**config.mk**
```make
export PLATFORM = sky130hd
export DESIGN_NAME = mm_stream_tx
export DESIGN_NICKNAME = d
export VERILOG_FILES = /design/src/rtl/mmtx_pkg.sv /design/src/rtl/mmtx_fifo.sv /design/src/rtl/mmtx_commit.sv /design/src/rtl/mmtx_stream.sv /design/src/rtl/mmtx_level.sv /design/src/rtl/mm_stream_tx.sv
export SDC_FILE = /design/constraint.sdc
export NUM_CORES = 1
export LEC_CHECK = 0
export ABC_AREA = 1
export BUFFER_PORTS_ARGS = -buffer_cell sky130_fd_sc_hd__clkbuf_2
export CAP_MARGIN = 10
export CORE_ASPECT_RATIO = 0.5
export CORE_MARGIN = 5
export CORE_UTILIZATION = 60
export DETAILED_ROUTE_END_ITERATION = 6
export PLACE_DENSITY = 0.85
export SLEW_MARGIN = 20
export SYNTH_ARGS = -nofsm -noshare
export SYNTH_HDL_FRONTEND = slang
export SYNTH_SLANG_ARGS = --single-unit
```
**constraint.sdc**
```tcl
create_clock -name clk -period 8.8 [get_ports clk]
set_input_delay 1.76 -clock clk [delete_from_list [all_inputs] [get_ports clk]]
set_output_delay 1.76 -clock clk [all_outputs]
set_load 0.01 [all_outputs]
```
**src/rtl/mmtx_pkg.sv**
```systemverilog
// Shared definitions for the register-loaded stream transmitter.
// Assumes a 32-bit register bus with a 2-bit word address.
package mmtx_pkg;
    localparam int WORD_W = 32;

    // Register select values seen on bus_addr
    typedef enum logic [1:0] {
        SEL_DATA = 2'd0,
        SEL_LEN  = 2'd1,
        SEL_RST  = 2'd2,
        SEL_VAC  = 2'd3
    } reg_sel_e;

    // Only this exact value written to SEL_RST clears the transmit path
    localparam logic [WORD_W-1:0] CLEAR_KEY = 32'h0000_00A5;
endpackage

```
**src/rtl/mmtx_fifo.sv**
```systemverilog
// Generic synchronous FIFO with a synchronous clear.
// Assumes DEPTH is a power of two, push never comes when full and pop never
// comes when empty (both guarded by the caller). Clear overrides push/pop.
module mmtx_fifo #(
    parameter int WIDTH = 32,
    parameter int DEPTH = 16,
    localparam int AW = $clog2(DEPTH),
    localparam int CW = $clog2(DEPTH + 1)
) (
    input  logic             clk,
    input  logic             rst_n,
    input  logic             clr,
    input  logic             push,
    input  logic [WIDTH-1:0] din,
    input  logic             pop,
    output logic [WIDTH-1:0] dout,
    output logic [CW-1:0]    cnt
);
    logic [WIDTH-1:0] mem [DEPTH];
    logic [AW-1:0]    wr_ptr;
    logic [AW-1:0]    rd_ptr;

    // Storage write on push
    always_ff @(posedge clk) begin
        if (push && !clr) begin
            mem[wr_ptr] <= din;
        end
    end

    // Pointer and fill-count update
    always_ff @(posedge clk) begin
        if (!rst_n || clr) begin
            wr_ptr <= '0;
            rd_ptr <= '0;
            cnt    <= '0;
        end else begin
            if (push) begin
                wr_ptr <= wr_ptr + AW'(1);
            end
            if (pop) begin
                rd_ptr <= rd_ptr + AW'(1);
            end
            cnt <= cnt + CW'(push) - CW'(pop);
        end
    end

    // Head of queue is always presented
    assign dout = mem[rd_ptr];
endmodule

```
**src/rtl/mmtx_commit.sv**
```systemverilog
// Bus-side commit logic: decodes register writes, pushes data words, counts
// uncommitted words, commits packets on a length write and raises the
// overrun, length-mismatch and reset-done events.
// Assumes one bus write per cycle; usable capacity is DEPTH-4 words.
module mmtx_commit
    import mmtx_pkg::*;
#(
    parameter int DEPTH = 16,
    localparam int CW = $clog2(DEPTH + 1)
) (
    input  logic              clk,
    input  logic              rst_n,
    input  logic              bus_we,
    input  logic [1:0]        bus_addr,
    input  logic [WORD_W-1:0] bus_wdata,
    input  logic [CW-1:0]     occ,
    output logic              wb_push,
    output logic [WORD_W-1:0] wb_din,
    output logic              lq_push,
    output logic [CW-1:0]     lq_din,
    output logic              clr,
    output logic              evt_overrun,
    output logic              evt_len_err,
    output logic              evt_rst_done
);
    localparam logic [CW-1:0] CAP = CW'(DEPTH - 4);

    logic [CW-1:0] pend;
    logic          wr_data;
    logic          wr_len;
    logic          full;
    logic          len_ok;

    // Register write decode and commit decision
    always_comb begin
        wr_data = bus_we && (bus_addr == SEL_DATA);
        wr_len  = bus_we && (bus_addr == SEL_LEN);
        clr     = bus_we && (bus_addr == SEL_RST) && (bus_wdata == CLEAR_KEY);
        full    = (occ >= CAP);
        wb_push = wr_data && !full;
        wb_din  = bus_wdata;
        len_ok  = (bus_wdata[1:0] == 2'b00) &&
                  (bus_wdata[WORD_W-1:2] == (WORD_W-2)'(pend)) &&
                  (pend != '0);
        lq_push = wr_len && (pend != '0);
        lq_din  = pend;
    end

    // Count of words written since the last commit
    always_ff @(posedge clk) begin
        if (!rst_n || clr) begin
            pend <= '0;
        end else if (wr_len) begin
            pend <= '0;
        end else if (wb_push) begin
            pend <= pend + CW'(1);
        end
    end

    // Single-cycle bus-side events
    always_ff @(posedge clk) begin
        if (!rst_n) begin
            evt_overrun  <= 1'b0;
            evt_len_err  <= 1'b0;
            evt_rst_done <= 1'b0;
        end else begin
            evt_overrun  <= wr_data && full;
            evt_len_err  <= wr_len && !len_ok;
            evt_rst_done <= clr;
        end
    end
endmodule

```
**src/rtl/mmtx_stream.sv**
```systemverilog
// Stream sequencer: presents the head word while a committed packet exists,
// counts words sent in the current packet, flags the last one and reports
// packet completion.
// Assumes every committed length is at least one and its words are buffered.
module mmtx_stream
    import mmtx_pkg::*;
#(
    parameter int DEPTH = 16,
    localparam int CW = $clog2(DEPTH + 1)
) (
    input  logic              clk,
    input  logic              rst_n,
    input  logic              clr,
    input  logic              pkt_avail,
    input  logic [CW-1:0]     pkt_len,
    input  logic [WORD_W-1:0] head_word,
    input  logic              m_tready,
    output logic [WORD_W-1:0] m_tdata,
    output logic              m_tvalid,
    output logic              m_tlast,
    output logic              word_pop,
    output logic              pkt_pop,
    output logic              evt_tx_done
);
    logic [CW-1:0] sent;

    // Stream outputs and pop strobes
    always_comb begin
        m_tvalid = pkt_avail;
        m_tdata  = head_word;
        m_tlast  = pkt_avail && (sent == pkt_len - CW'(1));
        word_pop = m_tvalid && m_tready;
        pkt_pop  = word_pop && m_tlast;
    end

    // Words already sent from the packet at the head
    always_ff @(posedge clk) begin
        if (!rst_n || clr) begin
            sent <= '0;
        end else if (pkt_pop) begin
            sent <= '0;
        end else if (word_pop) begin
            sent <= sent + CW'(1);
        end
    end

    // Completion pulse after the final handshake
    always_ff @(posedge clk) begin
        if (!rst_n) begin
            evt_tx_done <= 1'b0;
        end else begin
            evt_tx_done <= pkt_pop;
        end
    end
endmodule

```
**src/rtl/mmtx_level.sv**
```systemverilog
// Watermark crossing detector: compares the occupancy now with the value one
// cycle earlier and pulses on an upward crossing of the high mark or a
// downward crossing of the low mark.
// Assumes occupancy is a registered count that resets to zero.
module mmtx_level #(
    parameter int DEPTH     = 16,
    parameter int PFULL_TH  = 8,
    parameter int PEMPTY_TH = 2,
    localparam int CW = $clog2(DEPTH + 1)
) (
    input  logic          clk,
    input  logic          rst_n,
    input  logic [CW-1:0] occ,
    output logic          evt_prog_full,
    output logic          evt_prog_empty
);
    localparam logic [CW-1:0] HI = CW'(PFULL_TH);
    localparam logic [CW-1:0] LO = CW'(PEMPTY_TH);

    logic [CW-1:0] occ_prev;

    // Previous-cycle occupancy
    always_ff @(posedge clk) begin
        if (!rst_n) begin
            occ_prev <= '0;
        end else begin
            occ_prev <= occ;
        end
    end

    // Crossing detection
    always_comb begin
        evt_prog_full  = (occ_prev < HI) && (occ >= HI);
        evt_prog_empty = (occ_prev > LO) && (occ <= LO);
    end
endmodule

```
**src/rtl/mm_stream_tx.sv**
```systemverilog
// Register-loaded packet stream transmitter, top level.
// Data words and packet lengths share one buffer depth; the length queue is
// as deep as the word buffer so it can never overflow (each packet holds at
// least one word). Assumes DEPTH is a power of two and greater than 4.
module mm_stream_tx
    import mmtx_pkg::*;
#(
    parameter int DEPTH     = 16,
    parameter int PFULL_TH  = 8,
    parameter int PEMPTY_TH = 2
) (
    input  logic        clk,
    input  logic        rst_n,
    input  logic        bus_we,
    input  logic [1:0]  bus_addr,
    input  logic [31:0] bus_wdata,
    output logic [31:0] bus_rdata,
    output logic [31:0] m_tdata,
    output logic        m_tvalid,
    input  logic        m_tready,
    output logic        m_tlast,
    output logic        evt_tx_done,
    output logic        evt_overrun,
    output logic        evt_len_err,
    output logic        evt_rst_done,
    output logic        evt_prog_full,
    output logic        evt_prog_empty
);
    localparam int CW = $clog2(DEPTH + 1);
    localparam logic [CW-1:0] CAP = CW'(DEPTH - 4);

    logic              clr;
    logic              wb_push;
    logic [WORD_W-1:0] wb_din;
    logic [WORD_W-1:0] wb_head;
    logic [CW-1:0]     wb_cnt;
    logic              lq_push;
    logic [CW-1:0]     lq_din;
    logic [CW-1:0]     lq_head;
    logic [CW-1:0]     lq_cnt;
    logic              word_pop;
    logic              pkt_pop;

    mmtx_commit #(.DEPTH(DEPTH)) u_commit (
        .clk          (clk),
        .rst_n        (rst_n),
        .bus_we       (bus_we),
        .bus_addr     (bus_addr),
        .bus_wdata    (bus_wdata),
        .occ          (wb_cnt),
        .wb_push      (wb_push),
        .wb_din       (wb_din),
        .lq_push      (lq_push),
        .lq_din       (lq_din),
        .clr          (clr),
        .evt_overrun  (evt_overrun),
        .evt_len_err  (evt_len_err),
        .evt_rst_done (evt_rst_done)
    );

    mmtx_fifo #(.WIDTH(WORD_W), .DEPTH(DEPTH)) u_words (
        .clk   (clk),
        .rst_n (rst_n),
        .clr   (clr),
        .push  (wb_push),
        .din   (wb_din),
        .pop   (word_pop),
        .dout  (wb_head),
        .cnt   (wb_cnt)
    );

    mmtx_fifo #(.WIDTH(CW), .DEPTH(DEPTH)) u_lengths (
        .clk   (clk),
        .rst_n (rst_n),
        .clr   (clr),
        .push  (lq_push),
        .din   (lq_din),
        .pop   (pkt_pop),
        .dout  (lq_head),
        .cnt   (lq_cnt)
    );

    mmtx_stream #(.DEPTH(DEPTH)) u_stream (
        .clk         (clk),
        .rst_n       (rst_n),
        .clr         (clr),
        .pkt_avail   (lq_cnt != '0),
        .pkt_len     (lq_head),
        .head_word   (wb_head),
        .m_tready    (m_tready),
        .m_tdata     (m_tdata),
        .m_tvalid    (m_tvalid),
        .m_tlast     (m_tlast),
        .word_pop    (word_pop),
        .pkt_pop     (pkt_pop),
        .evt_tx_done (evt_tx_done)
    );

    mmtx_level #(.DEPTH(DEPTH), .PFULL_TH(PFULL_TH), .PEMPTY_TH(PEMPTY_TH)) u_level (
        .clk            (clk),
        .rst_n          (rst_n),
        .occ            (wb_cnt),
        .evt_prog_full  (evt_prog_full),
        .evt_prog_empty (evt_prog_empty)
    );

    // Vacancy read mux
    assign bus_rdata = (bus_addr == SEL_VAC) ? 32'(CAP - wb_cnt) : 32'd0;
endmodule

```
After elaboration in Yosys (flattened, before gate mapping)
Memory sizes are Yosys's and may differ from the RTL's. A register that Yosys moved wholly into a read port is not among the register bits.
Cells that the tools add are included.
{"block": "totals", "regBits": 45, "latchBits": 0, "mem_bits_rw": 592, "romBits": 0, "inputBits": 38, "output_inout_bits": 72, "wordCells": 75, "n_memories": 2}
{"block": "classes", "add_sub_neg": 12, "mul": 0, "n_div": 0, "order_cmp": 5, "eq_ne": 6, "shift": 0, "muxes": 9, "bitwise_logic": 0, "reduce_logical": 28}
{"name": "u_words.mem", "words": 16, "width": 32, "read_ports": 1, "rd_clocked_by_memory_dff": 1, "wr": 1, "line_no": "mmtx_fifo.sv:19", "rtl": "logic [WIDTH-1:0] mem [DEPTH];"}
{"name": "u_lengths.mem", "words": 16, "width": 5, "read_ports": 1, "rd_clocked_by_memory_dff": 1, "wr": 1, "line_no": "mmtx_fifo.sv:19"}
{"cell": "$eq 32x8->1 const B", "n": 1}
{"cell": "$mux 32", "n": 1}
{"cell": "$eq 30x5->1", "n": 1}
{"cell": "$logic_and 1x1->1", "n": 17}
{"cell": "$add 4x1->4 const B", "n": 4}
{"cell": "$mux 4", "n": 4}
{"cell": "$add 5x1->5", "n": 2}
{"cell": "$add 5x1->5 const B", "n": 2}
{"cell": "$ge 5x4->1 const B", "n": 2}
{"cell": "$reduce_bool 5->1", "n": 2}
{"cell": "$sub 5x1->5", "n": 2}
{"cell": "$sub 4x5->6 const A", "n": 1}
{"cell": "$eq 5x5->1", "n": 1}
{"cell": "$gt 5x2->1 const B", "n": 1}
{"cell": "$le 5x2->1 const B", "n": 1}
{"cell": "$lt 5x4->1 const B", "n": 1}
{"cell": "$sub 5x1->5 const B", "n": 1}
{"cell": "$eq 2x2->1 const B", "n": 2}
{"cell": "$logic_not 1->1", "n": 4}
{"cell": "$logic_not 2->1", "n": 2}
{"cell": "$mux 1", "n": 4}
{"cell": "$reduce_or 2->1", "n": 2}
{"cell": "$eq 2x1->1 const B", "n": 1}
{"cell": "$logic_or 1x1->1", "n": 1}

Logic depth before layout (Yosys ltp)
Gate-level depths: netlist of run 1.
{"block": "depth", "ltp_word": 7, "mapped_depth": 32, "mapped_depth_nobuf": 29}

By module
A second synthesis of run 1 with hierarchy kept.
{"block": "unflattened", "hier_cells": 2955, "area_unflattened_um2": 29359.4}
{"module": "mmtx_fifo (u_words)", "n_inst": 1, "cells_each": 2177, "area_per_inst_um2": 22845.7, "seq_area_each_um2": 15715.1}
{"module": "mmtx_fifo (u_lengths)", "n_inst": 1, "cells_each": 439, "area_per_inst_um2": 4377.9, "seq_area_each_um2": 2742.6}
{"module": "mmtx_commit", "n_inst": 1, "cells_each": 154, "area_per_inst_um2": 918.4, "seq_area_each_um2": 160.2}
{"module": "mmtx_stream", "n_inst": 1, "cells_each": 107, "area_per_inst_um2": 701.9, "seq_area_each_um2": 120.1}
{"module": "mm_stream_tx", "n_inst": 1, "cells_each": 54, "area_per_inst_um2": 336.6, "seq_area_each_um2": 0.0}
{"module": "mmtx_level", "n_inst": 1, "cells_each": 24, "area_per_inst_um2": 178.9, "seq_area_each_um2": 100.1}

Worst setup path after synthesis of run 1
No wires, ideal clock.
{"block": "synth_path", "path_type": "input-to-output", "startpoint": "input bus_addr[0]", "endpoint": "output bus_rdata[10]", "t_arrival_ns": 3.916, "t_required_ns": 7.040, "setup_slack_ns": 3.124, "cell_stages": 3, "n_path_buf": 1, "path_cell_list": "nand2_1 > a211oi_1 > buf_4"}
{"block": "synth_via", "elab_chain_len": 2}
{"item": "start, declared", "line_no": "mm_stream_tx.sv:15", "rtl": "input logic [1:0] bus_addr,"}
{"item": "$eq 2x2->1", "line_no": "mm_stream_tx.sv:108", "rtl": "assign bus_rdata = (bus_addr == SEL_VAC) ? 32'(CAP - wb_cnt) : 32'd0;"}
{"item": "$mux 32", "line_no": "mm_stream_tx.sv:108"}
{"item": "end, declared", "line_no": "mm_stream_tx.sv:17", "rtl": "output logic [31:0] bus_rdata,"}
No other way between the ends.

==> metrics, run 1 <==
placeable core area=0.0439 sq mm; total power density per cell area=200 mW/mm^2; number of optimization iterations in the first detailed-route pass=6; async set-reset flop share out of synthesis=0%; leading post-synthesis cells by cell area=sky130_fd_sc_hd__edfxtp_1 (66%), sky130_fd_sc_hd__mux2i_1 (4.8%), sky130_fd_sc_hd__dfxtp_1 (4.0%); relative area change from synthesis to final layout=9.75%; effective utilization at floorplan=61.2%; number of flops mapped to enable cells by yosys=592; CTS Hold Bufs=0; type of the most critical hold path=reg -> reg; die extent in y=160 microns; CTS tree=yes; largest incremental delay on the critical path=0.42 ns; amount of wire on met2 after detailed routing=29,700 microns; placement row count=54; Detailed Route WL=61,000 microns; Final Hold Vio Count=0; final routed DRC violation total=0; crit-path max FO=42; count of cell types in the netlist=42; Hold Path Origin=u_words.cnt[4]; fillers=2,906; Synth Net Count=2,183; endpoint of the most critical setup path=m_tlast; Top FF cell, synth=sky130_fd_sc_hd__edfxtp_1; cell area after technology mapping=0.0269 sq mm; initial antenna violation count=1; vias in the first global route=16,793; number of levels in the clock H-tree=2; number of gates resized after CTS=0; Most common cell on crit path=sky130_fd_sc_hd__nand2_1; met1 layer wirelength in the final routing=23,600 microns; overall overflow remaining after global route=0; routed length on met3=5890 microns; worst hold margin=0.457 ns; Storage cell area=0.0189 sq mm; sequential-to-total area share from yosys stat=70.1%; share of the synthesized area in the top cell type=66.2%; Relative slew margins=24.0%; endpoint of the worst register-to-register path=u_lengths.cnt[4]; Slew Viols, Final=0; cells traversed along the worst timing path=buf_4 > inv_2 > or2_0 > nand2_1 > nand3_1 > nand3_1 > nand2_1 > inv_2 > ha_1 > xnor2_1 > nor2_1 > nand2_1 > nor2_2 > nand2_2 > nor4_1 > clkbuf_2; buffer count from post-CTS setup fixing=0; filler-free cell count of the finished design=2,793; share of post-route cells with drive strength above 1=11.3%; floorplan die area=0.0493 sq mm; flip-flop and latch count after synthesis=645; kind of cell adding the most delay to the critical path=simple AND/OR/NAND/NOR gates; setup repair after global routing missed its margin=no; antenna viol nets, final=0; Setup crit end kind=output pin; CP Data Required Time=7.04 ns; maximum clock rate=0.180 GHz; crit path max-delay cell type=sky130_fd_sc_hd__nor4_1; run status=finished, final reports clean; wire length of the first global-routing pass=93,900 microns; RePlAce Congestion=0.867; number of buffers created by CTS=53; number of setup violations in the final report=0; area of combinational cells with multiple inputs=0.00657 sq mm; clk root buf=sky130_fd_sc_hd__clkbuf_16; IO Port Bufs=109; gate count after technology mapping=2,111; post-route fraction of the period consumed by the critical path=63.3%; total track usage=24.3%; post-route design area=0.0295 sq mm; length in cells of the worst reg-to-reg path=29; number of cells in the design after placement=2,699; Startpoint Class=register; leak pwr=0.0102 uW; endpoint arrival time on the critical path=3.81 ns; clock buffer depth=3; measured slew at the worst slew-check pin=1.14 ns; Wirelength per Cell=21.8 microns; clk slew on worst S/H paths=0.07 ns; routed via count=17,041; number of cells on the critical path=16; Yosys warnings=0; fin nets=2,238; MaxCap Viol Count=0; clock latency reported for the late side of the worst-skew pair=0.61 ns; reg-to-reg setup timing slack=4.38 ns; worst setup path category=reg -> out; TritonCTS Sinks=645; highest layer used for signal routing=met5; largest area contributor in the netlist=sky130_fd_sc_hd__edfxtp_1; clock period minus worst slack=5.57 ns; width of the die=309 microns; final sum of negative setup slack=0 ns; placed instance area=0.0278 sq mm; clock skew=0.0187 ns; iteration-0 DRC count of the detailed router=2,483; routed via count divided by cell count=6.10; number of primary I/O pins=110; Ant. Diodes=0; detailed-placement wirelength estimate=33,000 microns; mean instance size in the synthesized netlist=12.7 sq um; WP buf/inv=4; overall power=5880 uW; pin count of the biggest net entering global routing=217; Peak supply drop=0.170 mV
==> area by class of cell <==
class | instances | area share, %
Clock buffer | 68 | 4.72
Clock inverter | 26 | 0.870
Inverter | 243 | 3.10
Multi-Input combinational cell | 1088 | 22.3
Sequential cell | 645 | 64.0
Tap cell | 588 | 2.50
Timing Repair Buffer | 135 | 2.56
==> cells in the mapped netlist, drive strengths merged, types with 2 or more instances <==
master  count
nor2       84
nand2     224
fa          2
or2         7
a21oi     160
o21a        2
o211ai    129
clkinv      4
edfxtp    592
ha         32
nand3     103
xor2        5
inv       239
dfxtp      53
mux2i     128
buf        57
nor4        9
nor3       11
xnor2       7
clkbuf     78
nor3b       2
nand4       8
o21ai     166
and2        2
==> how the worst min path moves through the flow <==
stage                     cells after the start                   to
final                                         2  u_level.occ_prev[4]
after global routing                          2  u_level.occ_prev[4]
after CTS                                     2  u_level.occ_prev[4]
after detailed placement                      2  u_level.occ_prev[4]
after global placement                        2  u_level.occ_prev[4]
after floorplan                               2  u_level.occ_prev[4]
==> report_power, final <==
part,internal [uW],switching [uW]
Sequential,3350,13.7
Clock,1210,1070
Combinational,71.7,156
==> registers in the layout, summed over array words and instances (netlist names), 4 cells and up, named ones only <==
signal            flops
u_lengths.mem        80
u_stream.sent         5
u_words.rd_ptr        4
u_words.wr_ptr        4
u_lengths.cnt         5
u_lengths.rd_ptr      4
u_commit.lq_din       5
u_lengths.wr_ptr      4
u_words.mem         512
u_words.cnt           5
u_level.occ_prev      5
==> per-stage QoR <==
stage | utilization, % | setup slack (ns)
after floorplan | - | 3.12
after global placement | 63.3 | 3.75
after detailed placement | 63.3 | 3.65
after CTS | 67.1 | 3.18
after global routing | 67.1 | 2.89
final | 67.1 | 3.23
==> cell usage in the layout (no fill, tap or decap), drive strengths merged, types with 3 or more instances in the layout <==
cell / count
nand3: 103
dfxtp: 53
buf: 26
a21oi: 160
nor3: 11
or2: 7
xnor2: 7
o211ai: 129
o21ai: 166
nand2: 224
nor2: 84
xor2: 5
nor4: 9
ha: 32
clkinv: 22
clkinvlp: 3
nand4: 8
clkbuf: 177
edfxtp: 592
mux2i: 128
bufinv: 3
inv: 241
==> cells by family (layout without fill, tap and decap cells) <==
logic type	after synthesis	after routing	share of synthesized area [%]
flops	645	645	70.1
compound gates	461	461	9.86
simple gates	453	453	7.31
buf+inv	378	472	5.88
mux	128	128	4.77
fa+ha+maj	34	34	1.64
xor+xnor	12	12	0.391
==> metal layers <==
layer | up-vias | global-route usage [%]
met5 | - | 0
met4 | 2 | 7.58
met3 | 148 | 4.29
met2 | 959 | 40.3
met1 | 8300 | 33.4
li1 | 7632 | -
==> worst register-to-register path, delay by kind of cell (launching register included) <==
| kind | cells | cell delay [ns] |
|---|---|---|
| xor gates and xnor gates | 2 | 0.26 |
| buffers and inverters | 7 | 1.09 |
| and+or+nand+nor | 16 | 1.75 |
| AOI/OAI and AO/OA | 1 | 0.07 |
| adders and majority gates | 3 | 0.80 |
| DFF | 1 | 0.31 |
Note: power is estimated with default switching activity, not from simulation.
==> run 2, diff against run 1 <==
ABC_AREA = 0   (was 1)
clock period = 5.4 ns   (was 8.8 ns; I/O delays follow)
==> metrics, run 2 <==
number of gates resized after CTS=0 (unchanged); largest incremental delay on the critical path=0.85 ns (was 0.42 ns); cell with the most instances after synthesis=sky130_fd_sc_hd__edfxtp_1 (unchanged); register name with the most flops=u_words.mem (unchanged); async set-reset flop share out of synthesis=0% (unchanged); Commonest cells post-synth=sky130_fd_sc_hd__edfxtp_1 (592), sky130_fd_sc_hd__mux4_2 (181), sky130_fd_sc_hd__nor2_1 (64) (was sky130_fd_sc_hd__edfxtp_1 (592), sky130_fd_sc_hd__inv_1 (235), sky130_fd_sc_hd__nand2_1 (223)); maximum clock rate=0.194 GHz; Clk network pwr share=40.6% (was 38.9%); effective utilization at floorplan=60.6% (was 61.2%); buffer count from post-CTS setup fixing=0 (unchanged); detailed-placement wirelength estimate=32,800 microns (was 33,000 microns); post-route fraction of the period consumed by the critical path=95.2%; vias in the first global route=13,344 (was 16,793); total track usage=26.8% (was 24.3%); number of setup violations in the final report=0 (unchanged); run status=finished, final reports clean (unchanged); MaxCap Viol Count=0 (unchanged); Relative slew margins=29.9% (was 24.0%); most common library cell in the layout ignoring fill and taps=sky130_fd_sc_hd__edfxtp_1 (unchanged); overall power=9800 uW (was 5880 uW); total power density per cell area=345 mW/mm^2 (was 200 mW/mm^2); number of buffers created by CTS=53 (unchanged); combinational power share=3.5% (was 3.9%); number of flip-flops under the largest register name=512 (unchanged); CTS tree=yes (unchanged); type of the most critical hold path=reg -> reg (unchanged); count of cell types in the netlist=51 (was 42); overall overflow remaining after global route=0 (unchanged); pin count of the biggest net entering global routing=54 (was 217); gate count after technology mapping=1,210 (was 2,111); IO Port Bufs=109 (unchanged); leak pwr=0.00903 uW (was 0.0102 uW); measured slew at the worst slew-check pin=1.05 ns (was 1.14 ns); antenna viol nets, final=0 (unchanged); Setup crit end kind=output pin (unchanged); Wirelength per Cell=31.7 microns (was 21.8 microns); Internal=7730 uW (was 4640 uW); Ant. Diodes=0 (unchanged); number of primary I/O pins=110 (unchanged); cell area after technology mapping=0.0254 sq mm (was 0.0269 sq mm); TritonCTS Sinks=645 (unchanged); sequential-to-total area share from yosys stat=74.2% (was 70.1%); share of the synthesized area in the top cell type=70.0% (was 66.2%); clk root buf=sky130_fd_sc_hd__clkbuf_16 (unchanged); Detailed Route WL=61,600 microns (was 61,000 microns); fillers=2,455 (was 2,906); CTS Hold Bufs=0 (unchanged); clock latency reported for the late side of the worst-skew pair=0.61 ns (about the same); number of optimization iterations in the first detailed-route pass=5 (was 6); Top FF cell, synth=sky130_fd_sc_hd__edfxtp_1 (unchanged); CP Data Required Time=4.32 ns (was 7.04 ns); share of post-route cells with drive strength above 1=31.4% (was 11.3%); Peak supply drop=0.279 mV (was 0.170 mV); leading post-synthesis cells by cell area=sky130_fd_sc_hd__edfxtp_1 (70%), sky130_fd_sc_hd__mux4_2 (16%), sky130_fd_sc_hd__dfxtp_1 (4.2%) (was sky130_fd_sc_hd__edfxtp_1 (66%), sky130_fd_sc_hd__mux2i_1 (4.8%), sky130_fd_sc_hd__dfxtp_1 (4.0%)); total net switching power=2070 uW (was 1240 uW); clock skew=0.0327 ns (was 0.0187 ns); width of the die=301 microns (was 309 microns); final routed DRC violation total=0 (unchanged); placement row count=53 (was 54); Startpoint Class=register (unchanged); die extent in y=155 microns (was 160 microns); wire length of the first global-routing pass=90,900 microns (was 93,900 microns); sequential group share of total power=56.0% (was 57.2%); Final Hold Vio Count=0 (unchanged); endpoint arrival time on the critical path=4.06 ns (was 3.81 ns); cells traversed along the worst timing path=mux4_2 > mux4_2 > inv_2 > ha_1 > nand2_1 > nor4_1 > a211oi_1 > a31oi_2 > and3b_1 > clkbuf_2 (was buf_4 > inv_2 > or2_0 > nand2_1 > nand3_1 > nand3_1 > nand2_1 > inv_2 > ha_1 > xnor2_1 > nor2_1 > nand2_1 > nor2_2 > nand2_2 > nor4_1 > clkbuf_2); flip-flop and latch count after synthesis=645 (unchanged); setup repair after global routing missed its margin=no (unchanged); RePlAce Congestion=0.834 (was 0.867); number of flops mapped to enable cells by yosys=592 (unchanged); worst hold margin=0.465 ns (was 0.457 ns); kind of cell adding the most delay to the critical path=multiplexers (was simple AND/OR/NAND/NOR gates); clk slew on worst S/H paths=0.07 ns (about the same); crit-path max FO=16 (was 42); WP buf/inv=2 (was 4); Most common cell on crit path=sky130_fd_sc_hd__mux4_2 (was sky130_fd_sc_hd__nand2_1); routed via count divided by cell count=6.65 (was 6.10); floorplan die area=0.0468 sq mm (was 0.0493 sq mm); clock period minus worst slack=5.14 ns; Yosys warnings=0 (unchanged); clock buffer depth=3 (unchanged); Synth Net Count=1,282 (was 2,183); worst setup path category=reg -> out (unchanged); initial antenna violation count=1 (unchanged); placeable core area=0.0419 sq mm (was 0.0439 sq mm); relative area change from synthesis to final layout=11.8% (was 9.75%); iteration-0 DRC count of the detailed router=1,986 (was 2,483); most used cells in the layout excluding fill and tap cells=sky130_fd_sc_hd__edfxtp_1 (592), sky130_fd_sc_hd__mux4_2 (181), sky130_fd_sc_hd__clkbuf_2 (109), sky130_fd_sc_hd__clkbuf_16 (54), sky130_fd_sc_hd__nor2_1 (52) (was sky130_fd_sc_hd__edfxtp_1 (592), sky130_fd_sc_hd__inv_1 (234), sky130_fd_sc_hd__nand2_1 (223), sky130_fd_sc_hd__o21ai_0 (165), sky130_fd_sc_hd__a21oi_1 (160)); mean instance size in the synthesized netlist=21.0 sq um (was 12.7 sq um); Slew Viols, Final=0 (unchanged); registers with the highest flip-flop counts=u_words.mem: 512 flops, u_lengths.mem: 80 flops (unchanged); routed via count=12,943 (was 17,041); switching portion of total power=21.1% (about the same); final sum of negative setup slack=0 ns (unchanged); largest area contributor in the netlist=sky130_fd_sc_hd__edfxtp_1 (unchanged); fin nets=1,399 (was 2,238); number of levels in the clock H-tree=2 (unchanged); crit path max-delay cell type=sky130_fd_sc_hd__dfxtp_1 (was sky130_fd_sc_hd__nor4_1)
[run 2: stage by stage]
| step | instance area [sq um] | worst slack (ns) | std cells | utilization (%) |
|---|---|---|---|---|
| floorplan | 25400 | 0.673 | 1210 | - |
| detailed placement | 26600 | 0.471 | 1849 | 63.6 |
| CTS | 28400 | 0.228 | 1945 | 67.7 |
| global route | 28400 | 0.0306 | 1945 | 67.7 |
| global placement | 26600 | 0.674 | 1849 | 63.6 |
| finish | 28400 | 0.258 | 1945 | 67.7 |
[run 2: routing by layer]
layer  routed length, microns  global-route usage [%]  up-vias
met5                       13                       0        -
met4                     1610                    6.14        2
met3                     6940                    5.69      137
met2                    31300                    45.1     1035
met1                    21800                    37.1     6638
li1                         -                       -     5131
[run 2: final cells by class]
class | instances | area [sq um] | share of cell area, %
Clock inverter | 33 | 347 | 1.22
Clock buffer | 63 | 1400 | 4.91
Tap cell | 577 | 722 | 2.54
Timing Repair Buffer | 140 | 803 | 2.83
Multi-Input combinational cell | 463 | 6180 | 21.8
Sequential cell | 645 | 18800 | 66.4
Inverter | 24 | 90.1 | 0.317
[run 2: cells by family after synthesis]
logic type | count (synthesis) | share of synthesized area [%]
simple gates | 166 | 3.40
mux | 196 | 16.7
compound gates | 31 | 0.788
flops | 645 | 74.2
fa+ha+maj | 34 | 1.73
xor+xnor | 36 | 1.27
buf+inv | 102 | 2.00
[run 2: power groups by stage]
| stage | Sequential (uW) | Clock [uW] | Combinational (uW) |
|---|---|---|---|
| after floorplan | 5590 | 0 | 208 |
| after global placement | 5590 | 0 | 311 |
| after detailed placement | 5600 | 0 | 328 |
| after CTS | 5490 | 4000 | 338 |
| after global routing | 5490 | 4220 | 372 |
| final | 5490 | 3980 | 343 |
[run 2: path summary, 6_finish.rpt]
path                  startpoint                  end  slack, ns  depth (start not counted)
setup / recovery        register              m_tlast       0.26                         10
hold / removal    u_words.cnt[0]  u_level.occ_prev[0]       0.46                          1
setup reg to reg        register     u_lengths.cnt[4]       0.50                         20
hold reg to reg   u_words.cnt[0]  u_level.occ_prev[0]       0.46                          1
[run 2: worst register-to-register path, delay by kind of cell (launching register included)]
| kind | cells | cell delay, ns |
|---|---|---|
| multiplexers | 2 | 1.08 |
| flip-flops | 1 | 0.85 |
| AO/OA/AOI/OAI | 3 | 0.45 |
| XOR/XNOR | 1 | 0.16 |
| AND/OR/NAND/NOR | 8 | 1.21 |
| buffers and inverters | 3 | 0.22 |
| adder cells (fa/ha/maj) | 3 | 0.82 |
==> run 3, diff against run 2 <==
CORE_UTILIZATION = 55   (was 60)
PLACE_DENSITY = 0.82   (was 0.85)
clock period = 4.31 ns   (was 5.4 ns; I/O delays follow)
==> metrics, run 3 (synthesized netlist as in run 2, its figures left out) <==
run status=finished, final reports clean (unchanged); worst slack at placement=-0.195 ns (was 0.471 ns); Worst Slack Setup Final=0.0863 ns (was 0.258 ns); number of setup violations in the final report=0 (unchanged); placement row count=55 (was 53); MaxCap Viol Count=0 (unchanged); clk root buf=sky130_fd_sc_hd__clkbuf_16 (unchanged); number of primary I/O pins=110 (unchanged); Slew Viols, Final=0 (unchanged); clock buffer depth=3 (unchanged); CP Data Required Time=3.45 ns (was 4.32 ns); total power density per cell area=422 mW/mm^2 (was 345 mW/mm^2); routed via count divided by cell count=6.41 (was 6.65); post-route fraction of the period consumed by the critical path=98.0%; setup repair after global routing missed its margin=yes (was no); floorplan die area=0.0508 sq mm (was 0.0468 sq mm); Final Hold Vio Count=0 (unchanged); maximum clock rate=0.237 GHz; IO Port Bufs=109 (unchanged); leak pwr=0.00914 uW (was 0.00903 uW); M3 GR Usage=3.85% (was 5.69%); number of levels in the clock H-tree=2 (unchanged); registers with the highest flip-flop counts=u_words.mem: 512 flops, u_lengths.mem: 80 flops (unchanged); measured slew at the worst slew-check pin=0.847 ns (was 1.05 ns); clock latency reported for the late side of the worst-skew pair=0.61 ns (about the same); TritonCTS Sinks=645 (unchanged); detailed-placement wirelength estimate=31,900 microns (was 32,800 microns); placed instance area=0.0268 sq mm (was 0.0266 sq mm); number of flip-flops under the largest register name=512 (unchanged); crit-path max FO=6 (was 16); RePlAce Congestion=0.820 (was 0.834); register name with the most flops=u_words.mem (unchanged); post-route design area=0.0287 sq mm (was 0.0284 sq mm); iteration-0 DRC count of the detailed router=1,773 (was 1,986); most used cells in the layout excluding fill and tap cells=sky130_fd_sc_hd__edfxtp_1 (592), sky130_fd_sc_hd__mux4_2 (181), sky130_fd_sc_hd__clkbuf_2 (108), sky130_fd_sc_hd__clkbuf_16 (54), sky130_fd_sc_hd__nor2_1 (52) (was sky130_fd_sc_hd__edfxtp_1 (592), sky130_fd_sc_hd__mux4_2 (181), sky130_fd_sc_hd__clkbuf_2 (109), sky130_fd_sc_hd__clkbuf_16 (54), sky130_fd_sc_hd__nor2_1 (52)); clk slew on worst S/H paths=0.06 ns (was 0.07 ns); type of the most critical hold path=reg -> reg (unchanged); antenna viol nets, final=0 (unchanged); Relative slew margins=43.4% (was 29.9%); Peak supply drop=0.304 mV (was 0.279 mV); Setup crit end kind=output pin (unchanged); worst setup path category=reg -> out (unchanged); Startpoint Class=register (unchanged); overall overflow remaining after global route=0 (unchanged); total track usage=23.2% (was 26.8%); number of optimization iterations in the first detailed-route pass=5 (unchanged); clock period minus worst slack=4.22 ns; final core utilization=63.1% (was 67.7%); fin nets=1,414 (was 1,399); share of post-route cells with drive strength above 1=32.8% (was 31.4%); most common library cell in the layout ignoring fill and taps=sky130_fd_sc_hd__edfxtp_1 (unchanged); effective utilization at floorplan=55.9% (was 60.6%); placeable core area=0.0454 sq mm (was 0.0419 sq mm); routed via count=12,733 (was 12,943); pin count of the biggest net entering global routing=60 (was 54); vias in the first global route=13,297 (was 13,344); area of combinational cells with multiple inputs=0.00626 sq mm (was 0.00618 sq mm); Most Crowded Layer GR=met2 (unchanged); Wirelength per Cell=29.6 microns (was 31.7 microns); CTS tree=yes (unchanged); clock skew=0.0266 ns (was 0.0327 ns); overall power=12,100 uW (was 9800 uW); endpoint of the most critical setup path=m_tlast (unchanged); Storage cell area=0.0189 sq mm (was 0.0188 sq mm); Worst Hold Path Cells=1 (unchanged); reg-to-reg setup timing slack=0.13 ns (was 0.50 ns); die extent in y=162 microns (was 155 microns); number of buffers created by CTS=53 (unchanged); Global Route met1 Usage=30.9% (was 37.1%); initial antenna violation count=2 (was 1); Detailed Route WL=58,800 microns (was 61,600 microns); fillers=2,863 (was 2,455); relative area change from synthesis to final layout=12.8% (was 11.8%); width of the die=314 microns (was 301 microns); endpoint of the worst register-to-register path=u_lengths.cnt[4] (unchanged); length in cells of the worst reg-to-reg path=21 (was 20); endpoint arrival time on the critical path=3.36 ns (was 4.06 ns); wire length of the first global-routing pass=86,900 microns (was 90,900 microns); grt met2 use=41.1% (was 45.1%); final routed DRC violation total=0 (unchanged)
[run 3: cell count changes in the layout (fill, tap and decap cells not counted), sizes merged]
| cell | delta |
|---|---|
| buf | +16 |
| clkbuf | +3 |
| bufinv | -2 |
| clkinv | +1 |
| clkinvlp | -1 |
| diode | +1 |
| inv | +1 |
[run 3: worst min-delay path by stage]
stage | slack (ns) | start | endpoint
after floorplan | 0.43 | u_words.cnt[0] | u_level.occ_prev[0]
after global placement | 0.46 | u_words.cnt[0] | u_level.occ_prev[0]
after detailed placement | 0.47 | u_words.cnt[0] | u_level.occ_prev[0]
after CTS | 0.49 | u_words.cnt[0] | u_level.occ_prev[0]
after global routing | 0.51 | u_words.cnt[4] | u_level.occ_prev[4]
final | 0.48 | u_words.cnt[0] | u_level.occ_prev[0]
[run 3: stage by stage]
step / TNS, ns / hold WS (ns) / cells
CTS: 0 / 0.488 / 1978
floorplan: 0 / 0.430 / 1210
global placement: 0 / 0.464 / 1878
global route: -0.136 / 0.509 / 1985
detailed placement: -0.195 / 0.469 / 1878
finish: 0 / 0.483 / 1985
[run 3: critical path, stage by stage, from the launching register on]
cell,delay (ns)
sky130_fd_sc_hd__dfxtp_4,0.42
sky130_fd_sc_hd__mux4_2,0.53
sky130_fd_sc_hd__mux4_2,0.49
sky130_fd_sc_hd__inv_2,0.10
sky130_fd_sc_hd__ha_4,0.16
sky130_fd_sc_hd__nand2_4,0.06
sky130_fd_sc_hd__nor4b_4,0.30
sky130_fd_sc_hd__a211oi_2,0.08
sky130_fd_sc_hd__a31oi_2,0.26
sky130_fd_sc_hd__and3b_2,0.27
sky130_fd_sc_hd__buf_6,0.11
[run 3: cell type report]
cell class,instances,share of cell area (%)
Clock buffer,67,4.96
Inverter,24,0.314
Tap cell,598,2.61
Clock inverter,32,0.969
Timing Repair Buffer,155,3.52
Sequential cell,645,65.8
Multi-Input combinational cell,463,21.8
Antenna cell,1,0.00873
[run 3: repair_timing]
action | CTS | global route
hold buffers | 0 | 0
gates cloned | 0 | 0
pin swaps | 4 | 8
resized for setup | 7 | 11
setup buffers | 1 | 6
setup endpoints to repair | 2 | 3
[run 3: power by group]
group / internal (uW) / switching [uW]
registers: 6840 / 26.1
clock network: 2590 / 2200
logic: 161 / 265
[run 3: layer usage]
layer	vias to the layer above	share of wire, %
li1	5172	-
met3	114	8.5
met2	790	53
met1	6655	36
met4	2	2.2
met5	-	0.022
